$ cat src/rtl/glob_pkg.sv
package glob_pkg;
  localparam int unsigned BUF_DEPTH = 64;
  localparam int unsigned BYTE_W    = 8;
  localparam int unsigned ADDR_W    = $clog2(BUF_DEPTH);
  localparam int unsigned LEN_W     = ADDR_W + 1;

  localparam logic [BYTE_W-1:0] CH_STAR = 8'h2A;
  localparam logic [BYTE_W-1:0] CH_ONE  = 8'h3F;

  typedef enum logic [0:0] {
    ENG_IDLE = 1'b0,
    ENG_RUN  = 1'b1
  } eng_state_t;
endpackage

$ cat src/rtl/glob_buf.sv
module glob_buf #(
  parameter int unsigned DEPTH = 64,
  parameter int unsigned DW    = 8,
  localparam int unsigned AW   = $clog2(DEPTH)
) (
  input  logic          clk,
  input  logic          we,
  input  logic [AW-1:0] waddr,
  input  logic [DW-1:0] wdata,
  input  logic [AW-1:0] raddr,
  output logic [DW-1:0] rdata
);
  logic [DW-1:0] mem [DEPTH];

  always_ff @(posedge clk) begin
    if (we) mem[waddr] <= wdata;
  end

  assign rdata = mem[raddr];
endmodule

$ cat src/rtl/glob_core.sv
module glob_core
  import glob_pkg::*;
#(
  parameter int unsigned DEPTH = 64,
  parameter int unsigned DW    = 8,
  localparam int unsigned AW   = $clog2(DEPTH),
  localparam int unsigned LW   = AW + 1
) (
  input  logic          clk,
  input  logic          rst_n,
  input  logic          start,
  input  logic [LW-1:0] txt_len,
  input  logic [LW-1:0] pat_len,
  input  logic [DW-1:0] txt_ch,
  input  logic [DW-1:0] pat_ch,
  output logic [AW-1:0] txt_idx,
  output logic [AW-1:0] pat_idx,
  output logic          busy,
  output logic          done,
  output logic          match
);
  localparam logic [LW-1:0] DEPTH_L = LW'(DEPTH);

  eng_state_t    state;
  logic [LW-1:0] tlen_q, plen_q;
  logic [LW-1:0] ti, pi, rec_t, rec_p;
  logic          rec_v;

  logic [LW-1:0] ti_n, pi_n, rec_t_n, rec_p_n;
  logic          rec_v_n, fin, fin_res;
  logic          t_left, p_left, is_star, is_hit;

  assign txt_idx = ti[AW-1:0];
  assign pat_idx = pi[AW-1:0];
  assign busy    = (state == ENG_RUN);

  assign t_left  = (ti < tlen_q);
  assign p_left  = (pi < plen_q);
  assign is_star = p_left && (pat_ch == CH_STAR);
  assign is_hit  = p_left && !is_star && ((pat_ch == CH_ONE) || (pat_ch == txt_ch));

  // One greedy step per cycle.
  always_comb begin
    ti_n    = ti;
    pi_n    = pi;
    rec_t_n = rec_t;
    rec_p_n = rec_p;
    rec_v_n = rec_v;
    fin     = 1'b0;
    fin_res = 1'b0;
    if (t_left) begin
      if (is_star) begin
        pi_n    = pi + 1'b1;
        rec_t_n = ti;
        rec_p_n = pi + 1'b1;
        rec_v_n = 1'b1;
      end else if (is_hit) begin
        ti_n = ti + 1'b1;
        pi_n = pi + 1'b1;
      end else if (rec_v) begin
        rec_t_n = rec_t + 1'b1;
        ti_n    = rec_t + 1'b1;
        pi_n    = rec_p;
      end else begin
        fin = 1'b1;
      end
    end else begin
      if (!p_left) begin
        fin     = 1'b1;
        fin_res = 1'b1;
      end else if (is_star) begin
        pi_n = pi + 1'b1;
      end else begin
        fin = 1'b1;
      end
    end
  end

  always_ff @(posedge clk) begin
    if (!rst_n) begin
      state  <= ENG_IDLE;
      tlen_q <= '0;
      plen_q <= '0;
      ti     <= '0;
      pi     <= '0;
      rec_t  <= '0;
      rec_p  <= '0;
      rec_v  <= 1'b0;
      done   <= 1'b0;
      match  <= 1'b0;
    end else begin
      unique case (state)
        ENG_IDLE: begin
          if (start) begin
            tlen_q <= (txt_len > DEPTH_L) ? DEPTH_L : txt_len;
            plen_q <= (pat_len > DEPTH_L) ? DEPTH_L : pat_len;
            ti     <= '0;
            pi     <= '0;
            rec_t  <= '0;
            rec_p  <= '0;
            rec_v  <= 1'b0;
            done   <= 1'b0;
            match  <= 1'b0;
            state  <= ENG_RUN;
          end
        end
        ENG_RUN: begin
          ti    <= ti_n;
          pi    <= pi_n;
          rec_t <= rec_t_n;
          rec_p <= rec_p_n;
          rec_v <= rec_v_n;
          if (fin) begin
            done  <= 1'b1;
            match <= fin_res;
            state <= ENG_IDLE;
          end
        end
        default: state <= ENG_IDLE;
      endcase
    end
  end

  a_r8_done_hold: assert property (@(posedge clk) disable iff (!rst_n)
    (done && !start) |=> (done && $stable(match)));

  a_r9_busy_start_ignored: assert property (@(posedge clk) disable iff (!rst_n)
    (busy && start) |=> ($stable(tlen_q) && $stable(plen_q)));

  a_r11_index_bound: assert property (@(posedge clk) disable iff (!rst_n)
    busy |-> (ti <= tlen_q && pi <= plen_q && tlen_q <= DEPTH_L && plen_q <= DEPTH_L));

  a_r5_restart_behind: assert property (@(posedge clk) disable iff (!rst_n)
    (busy && rec_v) |-> (rec_t <= ti && rec_p <= pi));

  a_r2_star_arms_restart: assert property (@(posedge clk) disable iff (!rst_n)
    (busy && t_left && is_star) |=> rec_v);

  a_r4_no_restart_before_star: assert property (@(posedge clk) disable iff (!rst_n)
    (busy && !rec_v) |-> (rec_t == '0 && rec_p == '0));

  a_r10_done_not_busy: assert property (@(posedge clk) disable iff (!rst_n)
    done |-> !busy);
endmodule

$ cat src/rtl/glob_match_engine.sv
module glob_match_engine
  import glob_pkg::*;
(
  input  logic              clk,
  input  logic              rst_n,
  input  logic              wr_valid,
  output logic              wr_ready,
  input  logic              wr_sel,
  input  logic [ADDR_W-1:0] wr_addr,
  input  logic [BYTE_W-1:0] wr_data,
  input  logic [LEN_W-1:0]  txt_len,
  input  logic [LEN_W-1:0]  pat_len,
  input  logic              start,
  output logic              busy,
  output logic              done,
  output logic              match
);
  logic              wr_fire;
  logic [1:0]        buf_we;
  logic [ADDR_W-1:0] rd_addr [2];
  logic [BYTE_W-1:0] rd_data [2];

  assign wr_ready = !busy;
  assign wr_fire  = wr_valid && wr_ready;

  // Buffer 0 holds the text, buffer 1 the pattern.
  for (genvar g = 0; g < 2; g++) begin : g_buf
    assign buf_we[g] = wr_fire && (wr_sel == 1'(g));
    glob_buf #(.DEPTH(BUF_DEPTH), .DW(BYTE_W)) u_buf (
      .clk   (clk),
      .we    (buf_we[g]),
      .waddr (wr_addr),
      .wdata (wr_data),
      .raddr (rd_addr[g]),
      .rdata (rd_data[g])
    );
  end

  glob_core #(.DEPTH(BUF_DEPTH), .DW(BYTE_W)) u_core (
    .clk     (clk),
    .rst_n   (rst_n),
    .start   (start),
    .txt_len (txt_len),
    .pat_len (pat_len),
    .txt_ch  (rd_data[0]),
    .pat_ch  (rd_data[1]),
    .txt_idx (rd_addr[0]),
    .pat_idx (rd_addr[1]),
    .busy    (busy),
    .done    (done),
    .match   (match)
  );

  a_r10_no_write_when_busy: assert property (@(posedge clk) disable iff (!rst_n)
    busy |-> (buf_we == 2'b00));
endmodule

$ cat config.mk
export PLATFORM = sky130hd
export DESIGN_NAME = glob_match_engine
export DESIGN_NICKNAME = d
export VERILOG_FILES = /design/src/rtl/glob_pkg.sv /design/src/rtl/glob_buf.sv /design/src/rtl/glob_core.sv /design/src/rtl/glob_match_engine.sv
export SDC_FILE = /design/constraint.sdc
export NUM_CORES = 1
export LEC_CHECK = 0
export ABC_CLOCK_PERIOD_IN_PS = 5300
export BUFFER_PORTS_ARGS = -buffer_cell sky130_fd_sc_hd__buf_2
export CAP_MARGIN = 20
export CELL_PAD_IN_SITES_DETAIL_PLACEMENT = 2
export CELL_PAD_IN_SITES_GLOBAL_PLACEMENT = 2
export CORE_MARGIN = 4
export CORE_UTILIZATION = 50
export CTS_CLUSTER_DIAMETER = 100
export DETAILED_ROUTE_END_ITERATION = 8
export HOLD_SLACK_MARGIN = 0.06
export PLACE_DENSITY_LB_ADDON = 0.1
export SLEW_MARGIN = 0
export SYNTH_ARGS = -nofsm -noshare
export SYNTH_HDL_FRONTEND = slang
export SYNTH_HIERARCHICAL = 1
export SYNTH_SLANG_ARGS = --single-unit
$ cat constraint.sdc
create_clock -name clk -period 5.3 [get_ports clk]
set_clock_uncertainty 0.15 [all_clocks]
set_input_delay 1.06 -clock clk [delete_from_list [all_inputs] [get_ports clk]]
set_output_delay 1.06 -clock clk [all_outputs]
set_load 0.02 [all_outputs]
---- Word level (Yosys, flattened, before mapping) ----
Memory sizes are Yosys's and may differ from the RTL's. A register that Yosys moved wholly into a read port is not among the register bits.
Cells that the tools add are included.
storage, ports and cells
  RAM bits ................................ 1,024
  bits in read-only memories .............. 0
  memories ................................ 2
  latch bits .............................. 0
  logic and storage cells ................. 98
  register bits ........................... 46
  output and inout port bits .............. 4
memories
  memory              depth  bits a word  rd ports  clocked after memory_dff  wr ports  RTL line        source
  g_buf[0].u_buf.mem  64     8            1         1                         1         glob_buf.sv:13  logic [DW-1:0] mem [DEPTH];
  g_buf[1].u_buf.mem  64     8            1         1                         1         glob_buf.sv:13
operators by class
  add/sub/neg operators ................... 3
  shift-type cells ........................ 0
  equality and inequality tests ........... 14
  reductions and logical operators ........ 15
  div/mod/pow operators ................... 0
  muxes and demuxes ....................... 48
  multipliers ............................. 0
  order comparisons ....................... 4
  bitwise gates (word level) .............. 2
operator list
  kind                   count
  $mux W7                17
  $pmux W7 S2            4
  $mux W6                4
  $add A7 B1 Y7 const B  3
  $mux W1                19
  $eq A8 B6 Y1 const B   2
  $ne A3 B3 Y1 const B   5
  $gt A7 B7 Y1 const B   2
  $lt A7 B7 Y1           2
  $reduce_and A4 Y1      3
  $ne A2 B2 Y1 const B   5
  $eq A8 B8 Y1           1
  $pmux W1 S2            4
  $logic_and A1 B1 Y1    6
  $ne A4 B4 Y1 const B   1
  $reduce_and A2 Y1      2
  $reduce_and A3 Y1      1
  $logic_not A1 Y1       2
  $not A1 Y1             2
  $logic_or A1 B1 Y1     1

---- Logic depth before layout (Yosys ltp) ----
Gate-level depths: netlist of the first run.
  word-level depth ........................ 11
  gate-level depth with buffers ........... 18

---- Hierarchy ----
The synthesis of the first run kept the hierarchy.
modules (own cells, without submodules)
  module             area an instance (sq um)  instances  cells each
  glob_buf           20,006.7                  2          932
  glob_core          3,103.0                   1          355
  glob_match_engine  20.0                      1          3

---- Worst setup path after synthesis of the first run ----
No wires, ideal clock.
  kind .................................... register to register
  start point ............................. reg u_core.pi[0]
  end point ............................... reg u_core.pi[0]
  stages on the path, launching flop included .. 19
  clock period less this slack ............ 4.039 ns
  library setup time ...................... 0.117 ns
  slack ................................... 1.261 ns
  data required time ...................... 5.033 ns
  buffers on the path ..................... 7
  arrival ................................. 3.772 ns
  cell sequence ........................... dfxtp_1 > buf_4 > buf_6 > buf_12 > buf_12 > buf_4 > buf_4 > a211oi_1 > nor4_1 > nor3_1 > o32ai_1 > xor2_1 > nor4_1 > nand2_2 > a211oi_4 > nor2_2 > o21ba_1 > buf_6 > a22o_1
on the way
  cells in the longest elaborated chain, start to end .. 9
  elaborated cells between the ends (all ways) .. 16
ends and longest elaborated chain
  what                               RTL line          source
  from (decl)                        glob_core.sv:26   logic [LW-1:0] ti, pi, rec_t, rec_p;
  from (signal assigned)             glob_core.sv:109  pi <= pi_n;
  $lt A7 B7 Y1                       glob_core.sv:38   assign p_left = (pi < plen_q);
  $logic_and A1 B1 Y1                glob_core.sv:39   assign is_star = p_left && (pat_ch == CH_STAR);
  $logic_not A1 Y1                   glob_core.sv:40   assign is_hit = p_left && !is_star && ((pat_ch == CH_ONE) || (pat_ch == txt_ch));
  $logic_and A1 B1 Y1 (2 in series)  glob_core.sv:40
  $mux W7                            glob_core.sv:57   end else if (is_hit) begin
  $mux W7                            glob_core.sv:52   if (is_star) begin
  $mux W7                            glob_core.sv:51   if (t_left) begin
  $pmux W7 S2                        glob_core.sv:92   unique case (state)
Several ways; a longest one is shown, not always the timed one. The select of a mux whose other input is x is not followed.
A chain may end at the register's enable or synchronous reset.

---- Worst setup path after layout of the first run ----
  start point ............................. reg u_core.ti[3]
  end point ............................... reg u_core.ti[4]
on the way
  cells in the longest elaborated chain, start to end .. 5
  elaborated cells between the ends (all ways) .. 8
ends and longest elaborated chain
  what                    RTL line          source
  from (decl)             glob_core.sv:26
  from (signal assigned)  glob_core.sv:108  ti <= ti_n;
  $add A7 B1 Y7           glob_core.sv:58   ti_n = ti + 1'b1;
  $mux W7                 glob_core.sv:57
  $mux W7                 glob_core.sv:52
  $mux W7                 glob_core.sv:51
  $pmux W7 S2             glob_core.sv:92
Several ways; a longest one is shown, not always the timed one. The select of a mux whose other input is x is not followed.

==> results of run 1 <==
[layer usage]
metal / share of wire / vias to the layer above
li1: - / 9443
met1: 0.39 / 13300
met2: 0.49 / 1585
met3: 0.088 / 321
met4: 0.035 / 4
met5: 0.00021 / -
[sequential cells by signal, indices dropped and copies added (netlist names)]
signal	flops
u_core/plen_q	7
u_core/ti	7
u_core/rec_t	7
g_buf.u_buf/mem	1024
u_core/rec_v	1
u_core/tlen_q	7
u_core/done	1
u_core/pi	7
u_core/match	1
u_core/rec_p	7
u_core/busy	1
[cell usage after synthesis, drive strengths merged (8+ instances only)]
library cell	number
a211oi	13
a21boi	8
a21oi	30
a221oi	12
a22oi	9
buf	86
clkbuf	42
dfxtp	46
edfxtp	1024
ha	15
inv	25
mux2	26
mux2i	55
mux4	252
nand2	60
nand2b	21
nand3	44
nand3b	8
nor2	179
nor2b	45
nor3	17
nor3b	14
o21ai	26
o221ai	16
o22ai	19
o2bb2ai	16
o32ai	10
xor2	10
[power by group through the flow]
stage,sequential (mW),combinational (mW),clock [mW]
after floorplan,9.46,0.110,0
after global placement,9.46,0.302,0
after detailed placement,9.47,0.340,0
after CTS,9.28,0.348,8.26
after global routing,9.28,0.372,8.67
final,9.28,0.356,8.19
[through the flow]
stage          instances  setup slack (ps)
2_1_floorplan       2222              1260
3_3_place_gp        3398               243
3_5_place_dp        3400              -134
4_1_cts             3609              13.7
5_1_grt             3625             -3.87
6_report            3625             -7.57
[path summary, 6_finish.rpt]
kind,slack (ps),depth (start not counted),to
max,-8,14,u_core/ti[4]$_SDFFE_PN0P_
min,340,2,u_core/rec_p[2]$_SDFFE_PN0P_
max reg2reg,-8,14,u_core/ti[4]$_SDFFE_PN0P_
min reg2reg,340,2,u_core/rec_p[2]$_SDFFE_PN0P_
[timing repair]
action | 4_1_cts | 5_1_grt
hold buffers | 0 | 0
hold endpoints to repair | 0 | 0
endpoints found under the setup margin | 7 | 8
resized for setup | 3 | 2
buffers inserted | 2 | 9
[worst max-delay path, delay by kind of cell, from the launching register on]
family	cells	cell delay (ps)
buf+inv	2	690
flops	1	680
compound gates	6	1780
xor+xnor	1	210
simple gates	5	1680
[kinds of logic (layout without fill, tap and decap cells)]
family / after synthesis / count (layout)
flip-flops: 1070 / 1070
AND/OR/NAND/NOR: 425 / 425
multiplexers: 333 / 333
AO/OA/AOI/OAI: 209 / 209
buffers and inverters: 153 / 412
XOR/XNOR: 17 / 17
adder cells (fa/ha/maj): 15 / 15
[area by class of cell]
| class | count | area (µm²) |
|---|---|---|
| Fill cell | 7191 | 36500 |
| Sequential cell | 1070 | 31700 |
| Multi-Input combinational cell | 999 | 10600 |
| Clock buffer | 137 | 2960 |
| Timing Repair Buffer | 180 | 1490 |
| Tap cell | 1144 | 1430 |
| Clock inverter | 70 | 694 |
| Inverter | 25 | 93.8 |
==> results.yml, run 1 <==
logic_synthesis:
  synth-async-reset-ratio: 0
  synth_edf_count: 1024
  ys_seq_elements: 1070
  synth_top_family_by_area: "multiplexers"
  synth_area_per_cell_um2: 19.4
  synthTopCellsByArea: "edfxtp_1 (71%), mux4_2 (13%), dfxtp_1 (2.1%)"
  synth_nets: 2270
  syn_inst: 2222
  synth_top_area_share: 0.713
  synthSimpleGateAreaFrac: 0.0482
  yosys_warnings: 6
  synth_area_um2: 43100
  ys_types: 78
  synthMuxAreaShare: 0.151
  synth_compound_area_frac: 0.0379
  synthXorXnorAreaFrac: 0.00345
  synth_top_flop_cell: "edfxtp_1"
  synthAdderAreaFrac: 0.00435
  synth_top_cell_by_area: "edfxtp_1"
  ys_seq_area_frac: 0.734
route:
  post_drt_wl_per_cell_um: 40.8
  vias: 24700
  avgViaCountPerCell: 6.80
  routed_wl_mm: 148
  drtAntennaViolNets: 0
  drt_iter0_drc: 3352
  firstDrtPassIters: 6
  route.detailed.drc: 0
run:
  maxCapViolCount: 0
power:
  p_sw_frac: 0.217
  power_frac_seq: 0.521
  ir_drop_v: 0.000256
  powerDensity_nw_per_um2: 364
  power_mw: 17.8
  p_int_mw: 14.0
  switching_power_mw: 3.86
  clkPwrFrac: 0.459
  p_leak_nw: 14.9
  combPwrFrac: 0.020
grt:
  grt_util_met1: 0.438
  grt_use_total: 0.320
  met3_usage: 0.0672
  use_met2: 0.521
  overflow: 0
  first_global_vias: 26000
  grt-busiest-layer: "met2"
  grt_pass1_wl_mm: 206
  grt_max_degree: 84
  antenna_found_initial: 6
placed_design:
  placed_cell_area_um2: 45000
  gp_congestion: 0.783
  io_buffer_count: 36
  hpwl_mm: 83.8
timing:
  max_freq_ghz: 0.188
  worstMarginPinSlew_ps: 1240
  worst_slack_ps: -7.57
  slew_viol_final: 0
  timing.slew.headroom: 0.172
  min_period_ps: 5310
  period_share: 1.00
  hold_violations: 0
  hold_slack_ps: 335
  setup_tns_ps: -7.57
  setup_viol: 1
run_status:
  violations: "setup timing"
  run_status: "finished, violations left"
hold_path:
  hold_path.class: "flip-flop to flip-flop"
  hp-start: "u_core/rec_p[2]$_SDFFE_PN0P_"
finish:
  areaGrowthSynthToFinish_pct: 13.5
  final_common_cell: "edfxtp_1"
  most-common-layout-cells: "edfxtp_1 (1024), mux4_2 (252), nor2_1 (178), buf_4 (131), clkbuf_16 (114)"
  drive_gt1_frac: 0.265
  fin_nets: 2436
  finish.utilization: 0.573
  diodes: 0
  postLayoutCellArea_um2: 49000
critical_path:
  cp-startpoint: "u_core/ti[3]$_SDFFE_PN0P_"
  required_ps: 5770
  cpPeakStageDelay_ps: 680
  cp-start-kind: "flip-flop"
  cp-end-kind: "flip-flop"
  arrival_ps: 5780
  path_class: "flip-flop to flip-flop"
  slowest_stage: "dfxtp_2"
  path_max_fanout: 26
  cp_cell_sequence: "buf_4, nand3_1, o221ai_1, a21oi_1, o21ai_0, nand2_1, xor2_1, nor4_1, nand2_2, a211oi_4, buf_12, nand3_1, o21ai_0, o2bb2ai_1"
  r2r-start: "u_core/ti[3]$_SDFFE_PN0P_"
clock_network:
  h-tree-depth: 3
  clockBufferDepth: 3
  cts.sinks: 1070
  cts_buffers: 112
  clk_pin_slew_ps: 60
  root_buffer: "clkbuf_16"
  cts_tree: "done"
  clock_latency_ps: 720
floorplan:
  core_region_area_um2: 85400
  start_util: 0.505
  ios: 37
  num_rows: 107
  fp.dieH_um: 302
  die_area_um2: 91000
  die_x_um: 302
Power figures use the tool's default switching activity.
==> run 2: changes to the inputs <==
--- a/config.mk
+++ b/config.mk
@@ -8,9 +8,9 @@
 export ABC_CLOCK_PERIOD_IN_PS = 5300
 export BUFFER_PORTS_ARGS = -buffer_cell sky130_fd_sc_hd__buf_2
 export CAP_MARGIN = 20
-export CELL_PAD_IN_SITES_DETAIL_PLACEMENT = 2
+export CELL_PAD_IN_SITES_DETAIL_PLACEMENT = 1
 export CELL_PAD_IN_SITES_GLOBAL_PLACEMENT = 2
-export CORE_MARGIN = 4
+export CORE_MARGIN = 2
 export CORE_UTILIZATION = 50
 export CTS_CLUSTER_DIAMETER = 100
 export DETAILED_ROUTE_END_ITERATION = 8
==> results.yml, run 2 (synthesized netlist as in run 1, its figures left out) <==
run_status:
  run_status: "complete, no violations"
finish:
  postLayoutCellArea_um2: 48500
  largest_reg_flops: 1024
  drive_gt1_frac: 0.251
  final_common_cell: "edfxtp_1"
  fill_cells: 7408
  most-common-layout-cells: "edfxtp_1 (1024), mux4_2 (252), nor2_1 (178), clkbuf_16 (113), buf_4 (106)"
  max_flop_register: "g_buf.u_buf/mem"
  fin_nets: 2401
  diodes: 0
  areaGrowthSynthToFinish_pct: 12.4
clock_network:
  clk_pin_slew_ps: 60
  cts.sinks: 1070
  cts_resized: 0
  h-tree-depth: 3
  postCtsSetupBuffers: 0
  clock_latency_ps: 690
  cts_tree: "done"
  clockBufferDepth: 3
  ctsHoldBuffers: 0
  root_buffer: "clkbuf_16"
  cts_buffers: 110
floorplan:
  ios: 37
  die_x_um: 298
  start_util: 0.506
  core_region_area_um2: 85300
  fp.dieH_um: 298
  num_rows: 107
  die_area_um2: 88600
route:
  avgViaCountPerCell: 6.13
  wl_met3_mm: 6.55
  drtAntennaViolNets: 0
  post_drt_wl_per_cell_um: 29.4
  route.detailed.drc: 0
  met1Wirelength_mm: 47.4
  top_layer: "met5"
  drt_iter0_drc: 2106
  vias: 22000
  wl_met2_mm: 49.0
  routed_wl_mm: 105
  firstDrtPassIters: 5
critical_path:
  cp-start-kind: "flip-flop"
  cp-end-kind: "flip-flop"
  path_max_fanout: 28
  r2r_slack_ps: 240
  path_class: "flip-flop to flip-flop"
  required_ps: 5690
  arrival_ps: 5450
grt:
  grt_use_total: 0.242
  antenna_found_initial: 4
  overflow: 0
  grt_pass1_wl_mm: 158
  first_global_vias: 23300
  grt_max_degree: 95
timing:
  worstMarginPinSlew_ps: 1200
  setup_tns_ps: 0
  setup_viol: 0
  period_share: 0.954
  rsz0062_at_grt: "false"
  timing.slew.headroom: 0.195
  min_period_ps: 5060
  max_freq_ghz: 0.198
  hold_violations: 0
  slew_viol_final: 0
power:
  p_leak_nw: 14.6
  ir_drop_v: 0.000348
  powerDensity_nw_per_um2: 355
  power_mw: 17.2
hold_path:
  hold_path.class: "flip-flop to flip-flop"
placed_design:
  gp_congestion: 0.823
  hpwl_mm: 66.0
  io_buffer_count: 36
  placed_cell_area_um2: 44900
run:
  maxCapViolCount: 0
==> run 2: changes by cell type in the layout (fill, tap and decap cells not counted), sizes merged <==
cell / change
inv: +1
clkbuf: -2
buf: -33
bufinv: -2
clkinv: -2
==> run 2: final timing paths <==
check | start | to | cells after the start
max | u_core/pi[0]$_SDFFE_PN0P_ | u_core/ti[5]$_SDFFE_PN0P_ | 14
min | u_core/rec_p[3]$_SDFFE_PN0P_ | u_core/rec_p[3]$_SDFFE_PN0P_ | 2
max reg2reg | u_core/pi[0]$_SDFFE_PN0P_ | u_core/ti[5]$_SDFFE_PN0P_ | 14
min reg2reg | u_core/rec_p[3]$_SDFFE_PN0P_ | u_core/rec_p[3]$_SDFFE_PN0P_ | 2
==> run 2: critical path, cell delays in order, from the launching register on <==
cell	delay (ps)
dfxtp_4	760
buf_12	270
mux4_2	240
nor2_1	40
nor4_1	460
nor3_1	120
o32ai_1	1020
xor2_1	180
nor4_1	420
nand2_2	250
a211oi_4	250
buf_4	240
and4_1	250
o21ai_1	100
o2bb2ai_1	120
==> run 2: per-layer routing <==
metal  vias up  GRT usage
li1       9359          -
met1     11800      0.359
met2       645      0.374
met3       158     0.0461
met4         6     0.0581
met5         -          0
==> run 2: per-stage QoR <==
stage               hold WS, ps  utilization  instances  worst slack, ps
floorplan                   293            -       2222             1260
global placement            312        0.527       3381              182
detailed placement          329        0.527       3383              193
CTS                         343        0.568       3585              195
global route                367        0.569       3587             36.8
finish                      339        0.569       3587              241
==> run 2: area by class of cell <==
type,count,area [µm²],share of cell area
clock inverter,67,636,0.0131
inverter,25,93.8,0.00194
tap,1144,1430,0.0295
sequential,1070,31700,0.654
multi-input combinational,999,10600,0.218
timing repair buffer,147,1150,0.0237
clock buffer,135,2910,0.0600
==> run 2: report_power, final <==
group          leakage (nW)  switching, mW  total [mW]  internal, mW
clock                  1.73           3.17        7.64          4.46
combinational          3.30          0.255       0.313        0.0581
sequential             9.58        0.00973        9.29          9.28
total                  14.6           3.44        17.2          13.8
==> run 3: changes to the inputs <==
--- a/config.mk
+++ b/config.mk
@@ -11,7 +11,8 @@
 export CELL_PAD_IN_SITES_DETAIL_PLACEMENT = 1
 export CELL_PAD_IN_SITES_GLOBAL_PLACEMENT = 2
 export CORE_MARGIN = 2
-export CORE_UTILIZATION = 50
+export CORE_UTILIZATION = 52
+export CTS_BUF_LIST = sky130_fd_sc_hd__clkbuf_4 sky130_fd_sc_hd__clkbuf_8
 export CTS_CLUSTER_DIAMETER = 100
 export DETAILED_ROUTE_END_ITERATION = 8
 export HOLD_SLACK_MARGIN = 0.06
==> results.yml, run 3 (synthesized netlist as in run 1, its figures left out) <==
finish:
  regArea_um2: 31700
  finish.utilization: 0.585
  fin_nets: 2443
  final_common_cell: "edfxtp_1"
  drive_gt1_frac: 0.278
  largest_reg_flops: 1024
  areaGrowthSynthToFinish_pct: 11.4
  fill_cells: 7128
  fin_cells: 3598
  most-common-layout-cells: "edfxtp_1 (1024), mux4_2 (252), clkbuf_8 (184), nor2_1 (178), buf_4 (81)"
  multi_input_area_um2: 10600
  max_flop_register: "g_buf.u_buf/mem"
floorplan:
  core_region_area_um2: 82100
  fp.dieH_um: 292
  die_x_um: 292
  die_area_um2: 85300
  start_util: 0.525
  num_rows: 105
  ios: 37
hold_path:
  hp-start: "u_core/rec_p[2]$_SDFFE_PN0P_"
  hold_path.class: "flip-flop to flip-flop"
  holdPathEnd: "u_core/rec_p[2]$_SDFFE_PN0P_"
  whs_path_depth: 2
timing:
  setup_tns_ps: 0
  slew_viol_final: 0
  period_share: 0.930
  timing.slew.headroom: 0.290
  hold_violations: 0
  worstMarginPinSlew_ps: 1060
  min_period_ps: 4930
  max_freq_ghz: 0.203
  rsz0062_at_grt: "false"
  setup_viol: 0
route:
  route.detailed.drc: 0
  routed_wl_mm: 106
  avgViaCountPerCell: 6.24
  post_drt_wl_per_cell_um: 29.5
  drt_iter0_drc: 1838
  firstDrtPassIters: 5
  vias: 22400
  drtAntennaViolNets: 0
power:
  p_leak_nw: 14.5
  powerDensity_nw_per_um2: 341
  ir_drop_v: 0.000300
clock_network:
  root_buffer: "clkbuf_8"
  cts_resized: 0
  cts.sinks: 1070
  clockBufferDepth: 3
  clock_latency_ps: 840
  h-tree-depth: 4
  cts_tree: "done"
  clk_pin_slew_ps: 70
  postCtsSetupBuffers: 0
  ctsHoldBuffers: 0
  cts_buffers: 174
critical_path:
  cp-end-kind: "flip-flop"
  cp-start-kind: "flip-flop"
  required_ps: 5810
  arrival_ps: 5440
  path_class: "flip-flop to flip-flop"
  r2r-end: "u_core/ti[1]$_SDFFE_PN0P_"
  r2r-start: "u_core/pi[2]$_SDFFE_PN0P_"
  path_max_fanout: 27
  r2r_cells: 12
  r2r_slack_ps: 370
placed_design:
  hpwl_mm: 65.4
  io_buffer_count: 36
  placed_cells: 3287
  gp_congestion: 0.775
grt:
  overflow: 0
  antenna_found_initial: 1
  grt_max_degree: 98
  first_global_vias: 23900
  grt_pass1_wl_mm: 159
  grt_use_total: 0.257
run:
  maxCapViolCount: 0
run_status:
  run_status: "complete, no violations"
==> run 3: cell types whose count changed in the layout (fill, tap and decap cells not counted), moves of 2 or more <==
cell / change
diode_2: +3
clkbuf_16: -113
clkinv_1: +14
clkbuf_1: -22
buf_2: -2
buf_12: +5
clkbuf_8: +184
buf_4: -25
clkinv_4: -2
bufinv_16: -11
clkbuf_4: +57
==> run 3: area by class of cell <==
cell class | instances | area share
diodes | 3 | 0.000156
clock buffers | 241 | 0.0616
clock inverters | 65 | 0.00646
inverters | 25 | 0.00195
multi-input cells | 999 | 0.220
flip-flops and latches | 1070 | 0.660
well taps | 1070 | 0.0279
repair buffers | 125 | 0.0222
==> run 3: power breakdown <==
part,switching (mW),internal (mW)
clock,3.15,3.63
sequential,0.00946,9.28
combinational,0.258,0.0596
==> run 3: per-layer routing <==
metal | GRT usage | vias up | routed length, µm
li1 | - | 9468 | -
met1 | 0.370 | 12000 | 45900
met2 | 0.394 | 828 | 50000
met3 | 0.0546 | 193 | 7600
met4 | 0.0855 | 0 | 2720
met5 | 0 | - | 0
==> run 3: per-stage QoR <==
step                area, µm²  power (mW)  setup slack (ps)  hold WS (ps)
floorplan               43100        9.57              1260           293
global placement        44700        9.76               495           307
detailed placement      44700        9.78               464           324
CTS                     48000        16.5               406           332
global route            48000        16.9              49.0           362
finish                  48000        16.4               371           328
==> run 3: critical path: stages, from the launching register on <==
cell and delay (ps):
dfxtp_4 700, buf_4 310, mux4_2 320, mux2_2 290, o221a_2 270, nor3_1 450, o32ai_1 240, or3_4 390
nor4_4 540, a211oi_4 70, buf_12 180, o311ai_1 640, o22ai_1 200
==> run 3: how the worst max path moves through the flow <==
stage,to,cells after the start,slack (ps),start
finish,u_core/ti[1]$_SDFFE_PN0P_,12,370,u_core/pi[2]$_SDFFE_PN0P_
global placement,u_core/ti[1]$_SDFFE_PN0P_,12,490,u_core/pi[2]$_SDFFE_PN0P_
CTS,u_core/ti[1]$_SDFFE_PN0P_,13,410,u_core/pi[0]$_SDFFE_PN0P_
floorplan,u_core/pi[0]$_SDFFE_PN0P_,18,1260,u_core/pi[0]$_SDFFE_PN0P_
detailed placement,u_core/ti[1]$_SDFFE_PN0P_,13,460,u_core/pi[0]$_SDFFE_PN0P_
global route,u_core/pi[6]$_SDFFE_PN0P_,13,50,u_core/ti[0]$_SDFFE_PN0P_
